==> config.mk <==
export PLATFORM = sky130hd
export DESIGN_NAME = load_use_hazard_unit
export DESIGN_NICKNAME = d
export VERILOG_FILES = /design/src/rtl/luh_pkg.sv /design/src/rtl/luh_src_match.sv /design/src/rtl/luh_struct_guard.sv /design/src/rtl/luh_stall_ctrl.sv /design/src/rtl/load_use_hazard_unit.sv
export SDC_FILE = /design/constraint.sdc
export NUM_CORES = 1
export LEC_CHECK = 0
export BUFFER_PORTS_ARGS = -buffer_cell sky130_fd_sc_hd__buf_4
export CAP_MARGIN = 30
export CORE_AREA = 2 2 39 41
export DETAILED_ROUTE_END_ITERATION = 8
export DIE_AREA = 0 0 41 43
export GPL_TIMING_DRIVEN = 0
export PLACE_DENSITY = 0.47
export SLEW_MARGIN = 25
export SYNTH_ARGS = -nofsm -noshare
export SYNTH_HDL_FRONTEND = slang
export SYNTH_HIERARCHICAL = 1
export SYNTH_SLANG_ARGS = --single-unit
==> constraint.sdc <==
create_clock -name vclk -period 3
set_clock_uncertainty 0.15 [all_clocks]
set_input_delay 0.9 -clock vclk [all_inputs]
set_output_delay 0.9 -clock vclk [all_outputs]
set_load 0.02 [all_outputs]
==> src/rtl/luh_pkg.sv <==
package luh_pkg;

   typedef struct packed {
      logic pc_we;
      logic ifid_we;
      logic bubble;
   } luh_ctrl_t;

   function automatic luh_ctrl_t luh_ctrl_from_stall(input logic stall);
      luh_ctrl_t c;
      c.pc_we   = ~stall;
      c.ifid_we = ~stall;
      c.bubble  = stall;
      return c;
   endfunction

endpackage

==> src/rtl/luh_src_match.sv <==
module luh_src_match #(
   parameter int REG_W       = 5,
   parameter bit ZERO_FIXED  = 1'b1
) (
   input  logic [REG_W-1:0] src_idx,
   input  logic             src_used,
   input  logic             ld_valid,
   input  logic [REG_W-1:0] ld_dst,
   output logic             hit
);

   logic dst_live;

   generate
      if (ZERO_FIXED) begin : g_zero_fixed
         assign dst_live = |ld_dst;
      end else begin : g_zero_plain
         assign dst_live = 1'b1;
      end
   endgenerate

   assign hit = ld_valid & src_used & dst_live & (src_idx == ld_dst);

endmodule

==> src/rtl/luh_struct_guard.sv <==
module luh_struct_guard #(
   parameter bit SHARED_MEM_EN = 1'b1
) (
   input  logic unified_cfg,
   input  logic mem_busy,
   output logic hit
);

   generate
      if (SHARED_MEM_EN) begin : g_shared
         assign hit = unified_cfg & mem_busy;
      end else begin : g_split
         assign hit = unified_cfg & mem_busy & 1'b0;
      end
   endgenerate

endmodule

==> src/rtl/luh_stall_ctrl.sv <==
module luh_stall_ctrl
   import luh_pkg::*;
#(
   parameter int NUM_SRC = 2
) (
   input  logic [NUM_SRC-1:0] src_hits,
   input  logic               struct_hit,
   output luh_ctrl_t          ctrl
);

   logic stall;

   assign stall = (|src_hits) | struct_hit;
   assign ctrl  = luh_ctrl_from_stall(stall);

endmodule

==> src/rtl/load_use_hazard_unit.sv <==
module load_use_hazard_unit
   import luh_pkg::*;
#(
   parameter int REG_W         = 5,
   parameter int NUM_SRC       = 2,
   parameter bit ZERO_FIXED    = 1'b1,
   parameter bit SHARED_MEM_EN = 1'b1
) (
   input  logic [NUM_SRC*REG_W-1:0] dec_srcs,
   input  logic [NUM_SRC-1:0]       dec_src_used,
   input  logic                     ex_mem_read,
   input  logic [REG_W-1:0]         ex_dst,
   input  logic                     mem_ls_active,
   input  logic                     unified_mem,
   output logic                     pc_we,
   output logic                     ifid_we,
   output logic                     idex_bubble
);

   localparam int SRC_BUS_W = NUM_SRC * REG_W;

   generate
      if (REG_W < 1) begin : g_bad_width
         $error("load_use_hazard_unit: REG_W must be at least 1");
      end
      if (NUM_SRC < 1) begin : g_bad_count
         $error("load_use_hazard_unit: NUM_SRC must be at least 1");
      end
      if (SRC_BUS_W != $bits(dec_srcs)) begin : g_bad_bus
         $error("load_use_hazard_unit: source bus width mismatch");
      end
   endgenerate

   logic [NUM_SRC-1:0] src_hits;
   logic               struct_hit;
   luh_ctrl_t          ctrl;

   generate
      for (genvar g = 0; g < NUM_SRC; g++) begin : g_src
         luh_src_match #(
            .REG_W      (REG_W),
            .ZERO_FIXED (ZERO_FIXED)
         ) u_match (
            .src_idx  (dec_srcs[g*REG_W +: REG_W]),
            .src_used (dec_src_used[g]),
            .ld_valid (ex_mem_read),
            .ld_dst   (ex_dst),
            .hit      (src_hits[g])
         );
      end
   endgenerate

   luh_struct_guard #(
      .SHARED_MEM_EN (SHARED_MEM_EN)
   ) u_struct (
      .unified_cfg (unified_mem),
      .mem_busy    (mem_ls_active),
      .hit         (struct_hit)
   );

   luh_stall_ctrl #(
      .NUM_SRC (NUM_SRC)
   ) u_ctrl (
      .src_hits   (src_hits),
      .struct_hit (struct_hit),
      .ctrl       (ctrl)
   );

   assign pc_we       = ctrl.pc_we;
   assign ifid_we     = ctrl.ifid_we;
   assign idex_bubble = ctrl.bubble;

endmodule

==> qor.log, run 1 <==
qor: power_and_ir_drop.switching_share 0.3927
qor: sta.whs 2.100 ns
qor: power_and_ir_drop.p_total 66.42 uW
qor: worst_setup_path.timing_worst_setup_path_type in -> out
qor: route.totalWireLength 615 um
qor: route.dr_total_vias 262
qor: final_layout.diodes 0
qor: worst_setup_path.worst-path-buf-inv 2
qor: route.detail_route.vias_per_cell 4.031
qor: final_layout.finish.net_count 71
qor: synth.synthesis.nets 45
qor: die.dieHeight 43 um
qor: synth.synth.lib_cells_used.distinct 11
qor: sta.maxClockFrequency 0.3260 GHz
qor: synth.yosysSeqAreaShare 0
qor: sta.count_of_final_setup_violators 2
qor: placed_design.postPlaceCellArea 389.1 um^2
qor: placed_design.place_congestion 0.6299
qor: route.drc 0
qor: global_route.grt_pass1_wl 1145 um
qor: worst_setup_path.cp.arrival 2.02 ns
qor: route.antenna_violating_nets_post_route 0
qor: synth.synthesis.area 185.2 um^2
qor: sta.worstMarginPinSlew 0.2892 ns
qor: flow_run.number_of_violations_of_the_max_capacitance_limit 0
qor: worst_setup_path.critical-path-top-delay-family simple AND/OR/NAND/NOR gates
qor: final_layout.mostFrequentLayoutCell sky130_fd_sc_hd__buf_4
qor: sta.timing_hold_violations_final 0
qor: sta.fin_ws -0.06765 ns
qor: sta.finalCriticalPeriod 3.068 ns
qor: worst_setup_path.crit_path_top_delay_cell sky130_fd_sc_hd__or3_4
qor: power_and_ir_drop.power.net_switching 26.08 uW
qor: synth.average_cell_area_after_synthesis 7.407 um^2
qor: die.floorplan.core_area 1384 um^2
qor: sta.grt_setup_unrepaired yes
qor: hold_path.hold_path_class in -> out
qor: die.num_rows 14
qor: power_and_ir_drop.power.clock.fraction 0
qor: global_route.via_count_of_the_first_global_routing_pass 249
qor: synth.synthAdderAreaFrac 0
qor: power_and_ir_drop.power.static_leakage 0.2022 nW
qor: final_layout.n_sequential_cell 0
qor: die.initial_utilization 0.1338
qor: final_layout.clockBufferCount 0
qor: global_route.gr-total-overflow 0
qor: die.dieArea 1763 um^2
qor: placed_design.preCtsSetupSlack -0.2833 ns
qor: die.floorplan.io_pins 23
qor: status.failed_checks setup timing
qor: sta.worst_slew_margin_rel 0.8070
qor: synth.yosys-mux-area-fraction 0
qor: power_and_ir_drop.power-per-cell-area 137.9 nW/um^2
qor: power_and_ir_drop.p_seq_frac 0
qor: worst_setup_path.crit_required 1.95 ns
qor: final_layout.seq_area 0 um^2
qor: route.drtPass1Iterations 2
qor: global_route.grtUsageTotal 0.08600
qor: global_route.number_of_antenna_violations_at_the_first_check_in_global_routing 0
qor: power_and_ir_drop.ir_worst_vdd 0.04101 mV
qor: synth.combinational_family_with_the_most_area_after_synthesis XOR/XNOR gates
qor: final_layout.layout-area-overhead-vs-synth 160.1%
qor: placed_design.numPortBuffers 23
qor: status.run_status finished with violations
qor: final_layout.mostFrequentLayoutCells sky130_fd_sc_hd__buf_4 (22), sky130_fd_sc_hd__xnor2_1 (7), sky130_fd_sc_hd__buf_6 (3)
qor: synth.synth_xor_xnor_area_share 0.3784
qor: final_layout.layout-drive-gt1-share 0.6939
qor: synth.yosys.area_share.simple 0.3514
qor: sta.number_of_pins_with_negative_max_slew_slack_in_the_final_report 0
qor: global_route.pin_count_of_the_biggest_net_entering_global_routing 5
qor: synth.synthCells 25
qor: power_and_ir_drop.p_int 40.33 uW
qor: worst_setup_path.critical_path.cell_chain buf_12, nor4_4, o21ai_1, nor3b_4, or3_4, buf_6
qor: synth.synth_warnings 6
qor: worst_setup_path.cpPeakStageDelay 0.36 ns
qor: sta.fin_tns_setup -0.1138 ns
qor: worst_setup_path.endpoint_type_of_the_worst_setup_path primary output
qor: worst_setup_path.cp-start-kind input port
qor: sta.final_min_period_over_clock_period 1.023
qor: synth.compound_gate_fraction_of_synth_area 0.1486
qor: die.die_width 41 um
qor: final_layout.layout.cell_area.non_filler 481.7 um^2
qor: route.avgRoutedWirePerCell 9.462 um
qor: route.drt_first_iter_violations 1
qor: power_and_ir_drop.p_comb_frac 1.000
qor: worst_setup_path.critical_path.max_fanout 4
metrics by stage:
stage,utilization,std cells
floorplan,-,25
detailed placement,0.2812,64
finish,0.3481,65
CTS,0.3445,65
global placement,0.2812,64
global route,0.3481,65
logic make-up (layout without fill, tap and decap cells):
logic type,Yosys count,in the layout
AND/OR/NAND/NOR,9,9
buffers and inverters,4,28
XOR/XNOR,8,8
AO/OA/AOI/OAI,4,4
path summary, 6_finish.rpt:
check	startpoint	endpoint	slack, ns	depth (start not counted)
worst min-delay path	mem_ls_active	ifid_we	2.10	4
worst max-delay path	ex_dst[1]	idex_bubble	-0.07	6
per-layer routing:
| layer | wire length (um) | up-vias | track usage |
|---|---|---|---|
| met5 | 0 | - | 0 |
| li1 | - | 137 | - |
| met2 | 319 | 13 | 0.1375 |
| met3 | 59 | 0 | 0.005236 |
| met1 | 236 | 112 | 0.1302 |
| met4 | 0 | 0 | 0 |
cells in the mapped netlist:
cell                        n  area share
sky130_fd_sc_hd__xnor2_1    8        0.38
sky130_fd_sc_hd__nor3_1     1       0.027
sky130_fd_sc_hd__buf_4      2       0.081
sky130_fd_sc_hd__o2111ai_1  2       0.095
sky130_fd_sc_hd__o21ai_0    2       0.054
sky130_fd_sc_hd__nand3_1    2       0.054
sky130_fd_sc_hd__nor3b_2    2        0.14
sky130_fd_sc_hd__and2_1     1       0.034
sky130_fd_sc_hd__inv_1      2       0.041
sky130_fd_sc_hd__nor4_1     2       0.068
sky130_fd_sc_hd__or3_1      1       0.034
power by group through the flow:
| stage | clock [mW] | sequential [mW] | combinational [mW] |
|---|---|---|---|
| final | 0 | 0 | 0.0664 |
| after global routing | 0 | 0 | 0.0723 |
| after CTS | 0 | 0 | 0.0662 |
| after detailed placement | 0 | 0 | 0.0534 |
| after global placement | 0 | 0 | 0.0531 |
| after floorplan | 0 | 0 | 0.0232 |
timing repair:
| action | 4_1_cts | 5_1_grt |
|---|---|---|
| pin swaps | 8 | 1 |
| setup endpoints to repair | 2 | 3 |
| resized for setup | 16 | 1 |
| setup buffers | 2 | 0 |
| hold buffers | 0 | 0 |
area by class of cell:
cell class	count	area [um^2]
Buffer	1	7.507
Fill cell	148	902.1
Inverter	2	7.507
Multi-Input combinational cell	21	235.2
Tap cell	16	20.02
Timing Repair Buffer	25	211.5
(Power assumes the default switching activity.)
==> run 2: changes to the inputs <==
Settings changed: PLACE_DENSITY 0.47 to default, PLACE_DENSITY_LB_ADDON from default to 0.08.
==> run 2 against run 1 <==
Highest routed layer unchanged; largest power group unchanged; core utilization grew 2.7 points; non-clock buffer count is the same; sequential cell count is the same; the flow still finishes with violations (setup timing); critical endpoint unchanged; die area is the same.
==> qor.log, run 2 (same netlist as run 1, synthesis figures left out) <==
qor: status.run_status finished with violations
qor: status.failed_checks setup timing
qor: sta.worstMarginPinSlew 0.2263 ns
qor: global_route.grt_pass1_wl 1097 um
qor: sta.finalCriticalPeriod 3.053 ns
qor: power_and_ir_drop.power-per-cell-area 140.5 nW/um^2
qor: route.drt_first_iter_violations 1
qor: final_layout.layout-area-overhead-vs-synth 180.4%
qor: clock_tree.cts_hold_repair.buffers 0
qor: final_layout.mostFrequentLayoutCells sky130_fd_sc_hd__buf_4 (21), sky130_fd_sc_hd__xnor2_2 (4), sky130_fd_sc_hd__xnor2_1 (4), sky130_fd_sc_hd__buf_6 (4)
qor: final_layout.finish.net_count 71
qor: hold_path.holdPathEnd ifid_we
qor: sta.whs 2.095 ns
qor: power_and_ir_drop.ir_worst_vdd 0.05467 mV
qor: worst_setup_path.timing_worst_setup_path_type in -> out
qor: placed_design.preCtsSetupSlack -0.2983 ns
qor: worst_setup_path.endpoint_type_of_the_worst_setup_path primary output
qor: final_layout.layout-drive-gt1-share 0.8163
qor: sta.worst_slew_margin_rel 0.8489
qor: sta.fin_ws -0.05320 ns
qor: die.dieHeight 43 um
qor: global_route.gr-total-overflow 0
qor: sta.count_of_final_setup_violators 2
qor: global_route.via_count_of_the_first_global_routing_pass 280
qor: die.initial_utilization 0.1338
qor: final_layout.n_sequential_cell 0
qor: route.drc 0
qor: die.dieArea 1763 um^2
qor: hold_path.hold_path_class in -> out
qor: worst_setup_path.cpPeakStageDelay 0.37 ns
qor: hold_path.timing.hold.worst_path_depth 4
qor: final_layout.mostFrequentLayoutCell sky130_fd_sc_hd__buf_4
qor: route.detail_route.vias_per_cell 4.338
qor: worst_setup_path.crit_path_top_delay_cell sky130_fd_sc_hd__or3_4
qor: worst_setup_path.cp-start-kind input port
qor: sta.timing_hold_violations_final 0
qor: die.floorplan.core_area 1384 um^2
qor: route.dr_total_vias 282
qor: sta.number_of_pins_with_negative_max_slew_slack_in_the_final_report 0
qor: worst_setup_path.critical_path_depth 6
qor: placed_design.numPortBuffers 23
qor: die.num_rows 14
qor: global_route.grtUsageTotal 0.08400
qor: placed_design.place_congestion 0.5877
qor: final_layout.seq_area 0 um^2
qor: worst_setup_path.cp.arrival 2.00 ns
qor: final_layout.multiInputGateArea 274.0 um^2
qor: route.totalWireLength 669 um
qor: hold_path.hp-start mem_ls_active
qor: final_layout.n_fill_cell 144
qor: global_route.pin_count_of_the_biggest_net_entering_global_routing 5
qor: die.die_width 41 um
qor: route.drtPass1Iterations 2
qor: global_route.number_of_antenna_violations_at_the_first_check_in_global_routing 0
qor: route.antenna_violating_nets_post_route 0
qor: final_layout.clockBufferCount 0
qor: worst_setup_path.crit_required 1.95 ns
qor: flow_run.number_of_violations_of_the_max_capacitance_limit 0
qor: sta.grt_setup_unrepaired yes
qor: final_layout.finalCoreUtilization 0.3752
qor: worst_setup_path.critical-path-top-delay-family simple AND/OR/NAND/NOR gates
qor: die.floorplan.io_pins 23
qor: worst_setup_path.worst-path-buf-inv 2
qor: power_and_ir_drop.power.static_leakage 0.2210 nW
qor: sta.maxClockFrequency 0.3275 GHz
qor: route.avgRoutedWirePerCell 10.29 um
qor: worst_setup_path.critical_path.max_fanout 4
qor: final_layout.diodes 0
qor: sta.final_min_period_over_clock_period 1.018
qor: worst_setup_path.critical_path.cell_chain buf_8, nor4_4, o21ai_1, nor3b_4, or3_4, buf_6
[run 2: worst max-delay path by stage]
stage / slack, ns / to / from
detailed placement: -0.30 / idex_bubble / ex_dst[2]
global route: -0.10 / idex_bubble / ex_dst[1]
CTS: -0.09 / idex_bubble / ex_dst[1]
global placement: -0.31 / idex_bubble / ex_dst[2]
floorplan: 0.06 / idex_bubble / ex_dst[2]
finish: -0.05 / idex_bubble / ex_dst[1]
[run 2: power by group]
group          switching, mW  internal, mW
Clock                      0             0
Sequential                 0             0
Combinational         0.0295        0.0434
[run 2: area by class of cell]
type | instances | area share
Buffer | 1 | 0.01446
Timing Repair Buffer | 25 | 0.4048
Multi-Input combinational cell | 21 | 0.5277
Tap cell | 16 | 0.03855
Inverter | 2 | 0.01446
[run 2: timing repair]
action,in CTS,in global routing
endpoints found under the setup margin,3,3
setup buffers,2,0
resized for setup,15,8
endpoints found under the hold margin,0,0
pin swaps,7,8
[run 2: layer usage]
layer / GRT usage / vias to the layer above / wire, um
met5: 0 / - / 0
met4: 0 / 0 / 0
met3: 0.005236 / 0 / 76
met2: 0.1500 / 14 / 381
met1: 0.1111 / 131 / 211
li1: - / 137 / -
[run 2: per-stage QoR]
step | instance area (um^2) | setup TNS (ns) | std cells | power [mW]
6_report | 519.2 | -0.08561 | 65 | 0.07296
5_1_grt | 519.2 | -0.2148 | 65 | 0.07800
4_1_cts | 471.7 | -0.1472 | 65 | 0.06483
3_5_place_dp | 389.1 | -0.3988 | 64 | 0.05295
3_3_place_gp | 389.1 | -0.4323 | 64 | 0.05226
2_1_floorplan | 196.4 | 0 | 25 | 0.02316
==> run 3: changes to the inputs <==
Settings changed: CELL_PAD_IN_SITES_DETAIL_PLACEMENT from default to 0, CELL_PAD_IN_SITES_GLOBAL_PLACEMENT from default to 2.
==> run 3 against run 2 <==
The flow still finishes with violations (setup timing); total power shrank 2.5%; sequential cell count is the same; die area is the same; cell count is the same; worst setup slack lost 0.0053 ns; cell area shrank 0.72%.
==> qor.log, run 3 (same netlist as run 1, synthesis figures left out) <==
qor: worst_setup_path.critical-path-top-delay-family simple AND/OR/NAND/NOR gates
qor: final_layout.mostFrequentLayoutCells sky130_fd_sc_hd__buf_4 (20), sky130_fd_sc_hd__xnor2_1 (5), sky130_fd_sc_hd__buf_6 (5)
qor: sta.maxClockFrequency 0.3270 GHz
qor: flow_run.number_of_violations_of_the_max_capacitance_limit 0
qor: die.num_rows 14
qor: worst_setup_path.cpPeakStageDelay 0.37 ns
qor: worst_setup_path.critical_path_depth 6
qor: worst_setup_path.crit_required 1.95 ns
qor: final_layout.clockBufferCount 0
qor: hold_path.timing.hold.worst_path_depth 4
qor: placed_design.numPortBuffers 23
qor: hold_path.hold_path_class in -> out
qor: global_route.grtUsageTotal 0.07300
qor: global_route.grt_pass1_wl 966 um
qor: sta.worst_slew_margin_rel 0.8515
qor: route.drt_first_iter_violations 0
qor: worst_setup_path.crit_path_top_delay_cell sky130_fd_sc_hd__or3_4
qor: worst_setup_path.endpoint_type_of_the_worst_setup_path primary output
qor: worst_setup_path.cp.arrival 2.01 ns
qor: worst_setup_path.worst-path-buf-inv 2
qor: power_and_ir_drop.power-per-cell-area 138.0 nW/um^2
qor: global_route.number_of_antenna_violations_at_the_first_check_in_global_routing 0
qor: final_layout.layout-drive-gt1-share 0.7755
qor: route.antenna_violating_nets_post_route 0
qor: global_route.pin_count_of_the_biggest_net_entering_global_routing 5
qor: worst_setup_path.cp-startpoint ex_dst[1]
qor: final_layout.finish.net_count 71
qor: final_layout.layout-area-overhead-vs-synth 178.4%
qor: sta.grt_setup_unrepaired yes
qor: sta.count_of_final_setup_violators 2
qor: die.floorplan.core_area 1384 um^2
qor: sta.worstMarginPinSlew 0.2227 ns
qor: sta.finalCriticalPeriod 3.059 ns
qor: sta.number_of_pins_with_negative_max_slew_slack_in_the_final_report 0
qor: status.run_status finished with violations
qor: power_and_ir_drop.power.static_leakage 0.2170 nW
qor: placed_design.dpl.hpwl 540 um
qor: sta.fin_ws -0.05850 ns
qor: global_route.via_count_of_the_first_global_routing_pass 264
qor: die.initial_utilization 0.1338
qor: placed_design.place_congestion 0.6337
qor: placed_design.place_inst 64
qor: sta.final_min_period_over_clock_period 1.020
qor: die.dieHeight 43 um
qor: final_layout.mostFrequentLayoutCell sky130_fd_sc_hd__buf_4
qor: route.drc 0
qor: worst_setup_path.timing_worst_setup_path_type in -> out
qor: global_route.gr-total-overflow 0
qor: worst_setup_path.critPathCapture idex_bubble
qor: placed_design.preCtsSetupSlack -0.3187 ns
qor: route.drtPass1Iterations 1
qor: die.die_width 41 um
qor: final_layout.n_sequential_cell 0
qor: final_layout.finalCoreUtilization 0.3725
qor: sta.timing_hold_violations_final 0
qor: die.floorplan.io_pins 23
qor: route.avgRoutedWirePerCell 9.538 um
qor: final_layout.seq_area 0 um^2
qor: worst_setup_path.cp-start-kind input port
qor: status.failed_checks setup timing
qor: final_layout.diodes 0
qor: route.totalWireLength 620 um
qor: route.detail_route.vias_per_cell 4.108
qor: sta.whs 2.095 ns
qor: worst_setup_path.critical_path.cell_chain buf_12, nor4_4, o21ai_1, nor3b_4, or3_4, buf_6
qor: worst_setup_path.critical_path.max_fanout 4
qor: power_and_ir_drop.ir_worst_vdd 0.05392 mV
qor: final_layout.fin_cells 65
qor: route.dr_total_vias 267
qor: die.dieArea 1763 um^2
==> run 3: cell counts in the layout (fill, tap and decap cells not counted) <==
Identical to the previous run, type by type.
==> run 3: per-stage QoR <==
step	area [um^2]	setup TNS, ns	total power, mW
final	515.5	-0.09331	0.07114
after global routing	515.5	-0.2267	0.07623
after CTS	470.5	-0.1377	0.06504
after detailed placement	389.1	-0.4508	0.05360
after global placement	389.1	-0.4694	0.05262
after floorplan	196.4	0	0.02316
==> run 3: how the worst min path moves through the flow <==
stage / slack [ns] / to / startpoint
3_5_place_dp: 2.09 / ifid_we / mem_ls_active
4_1_cts: 2.10 / ifid_we / mem_ls_active
5_1_grt: 2.15 / ifid_we / mem_ls_active
3_3_place_gp: 2.08 / ifid_we / mem_ls_active
2_1_floorplan: 1.87 / ifid_we / mem_ls_active
6_report: 2.10 / ifid_we / mem_ls_active
==> run 3: area by class of cell <==
cell class	count	area, um^2
well taps	16	20.02
inverters	2	7.507
repair buffers	25	219.0
multi-input cells	21	261.5
fillers	141	868.3
plain buffers	1	7.507
==> run 3: timing repair <==
action	in CTS	in global routing
endpoints found under the setup margin	3	3
resized for setup	15	8
hold buffers	0	0
buffers inserted	2	0
endpoints found under the hold margin	0	0
pin swaps	6	7
==> run 3: tightest hold or removal path: stages <==
cell,delay [ns]
sky130_fd_sc_hd__buf_4,0.07
sky130_fd_sc_hd__and2_1,0.17
sky130_fd_sc_hd__nor3_4,0.06
sky130_fd_sc_hd__buf_4,0.14
==> run 3: where the power goes <==
part	internal, mW	total, mW	switching, mW	leakage (nW)
logic	0.0432	0.0711	0.0280	0.217
registers	0	0	0	0
clock network	0	0	0	0
==> run 3: metal layers <==
metal	track usage	part of all wire	up-vias
met2	0.1406	0.51	16
li1	-	-	139
met4	0	0	0
met5	0	0	-
met1	0.08571	0.37	112
met3	0.005236	0.12	0
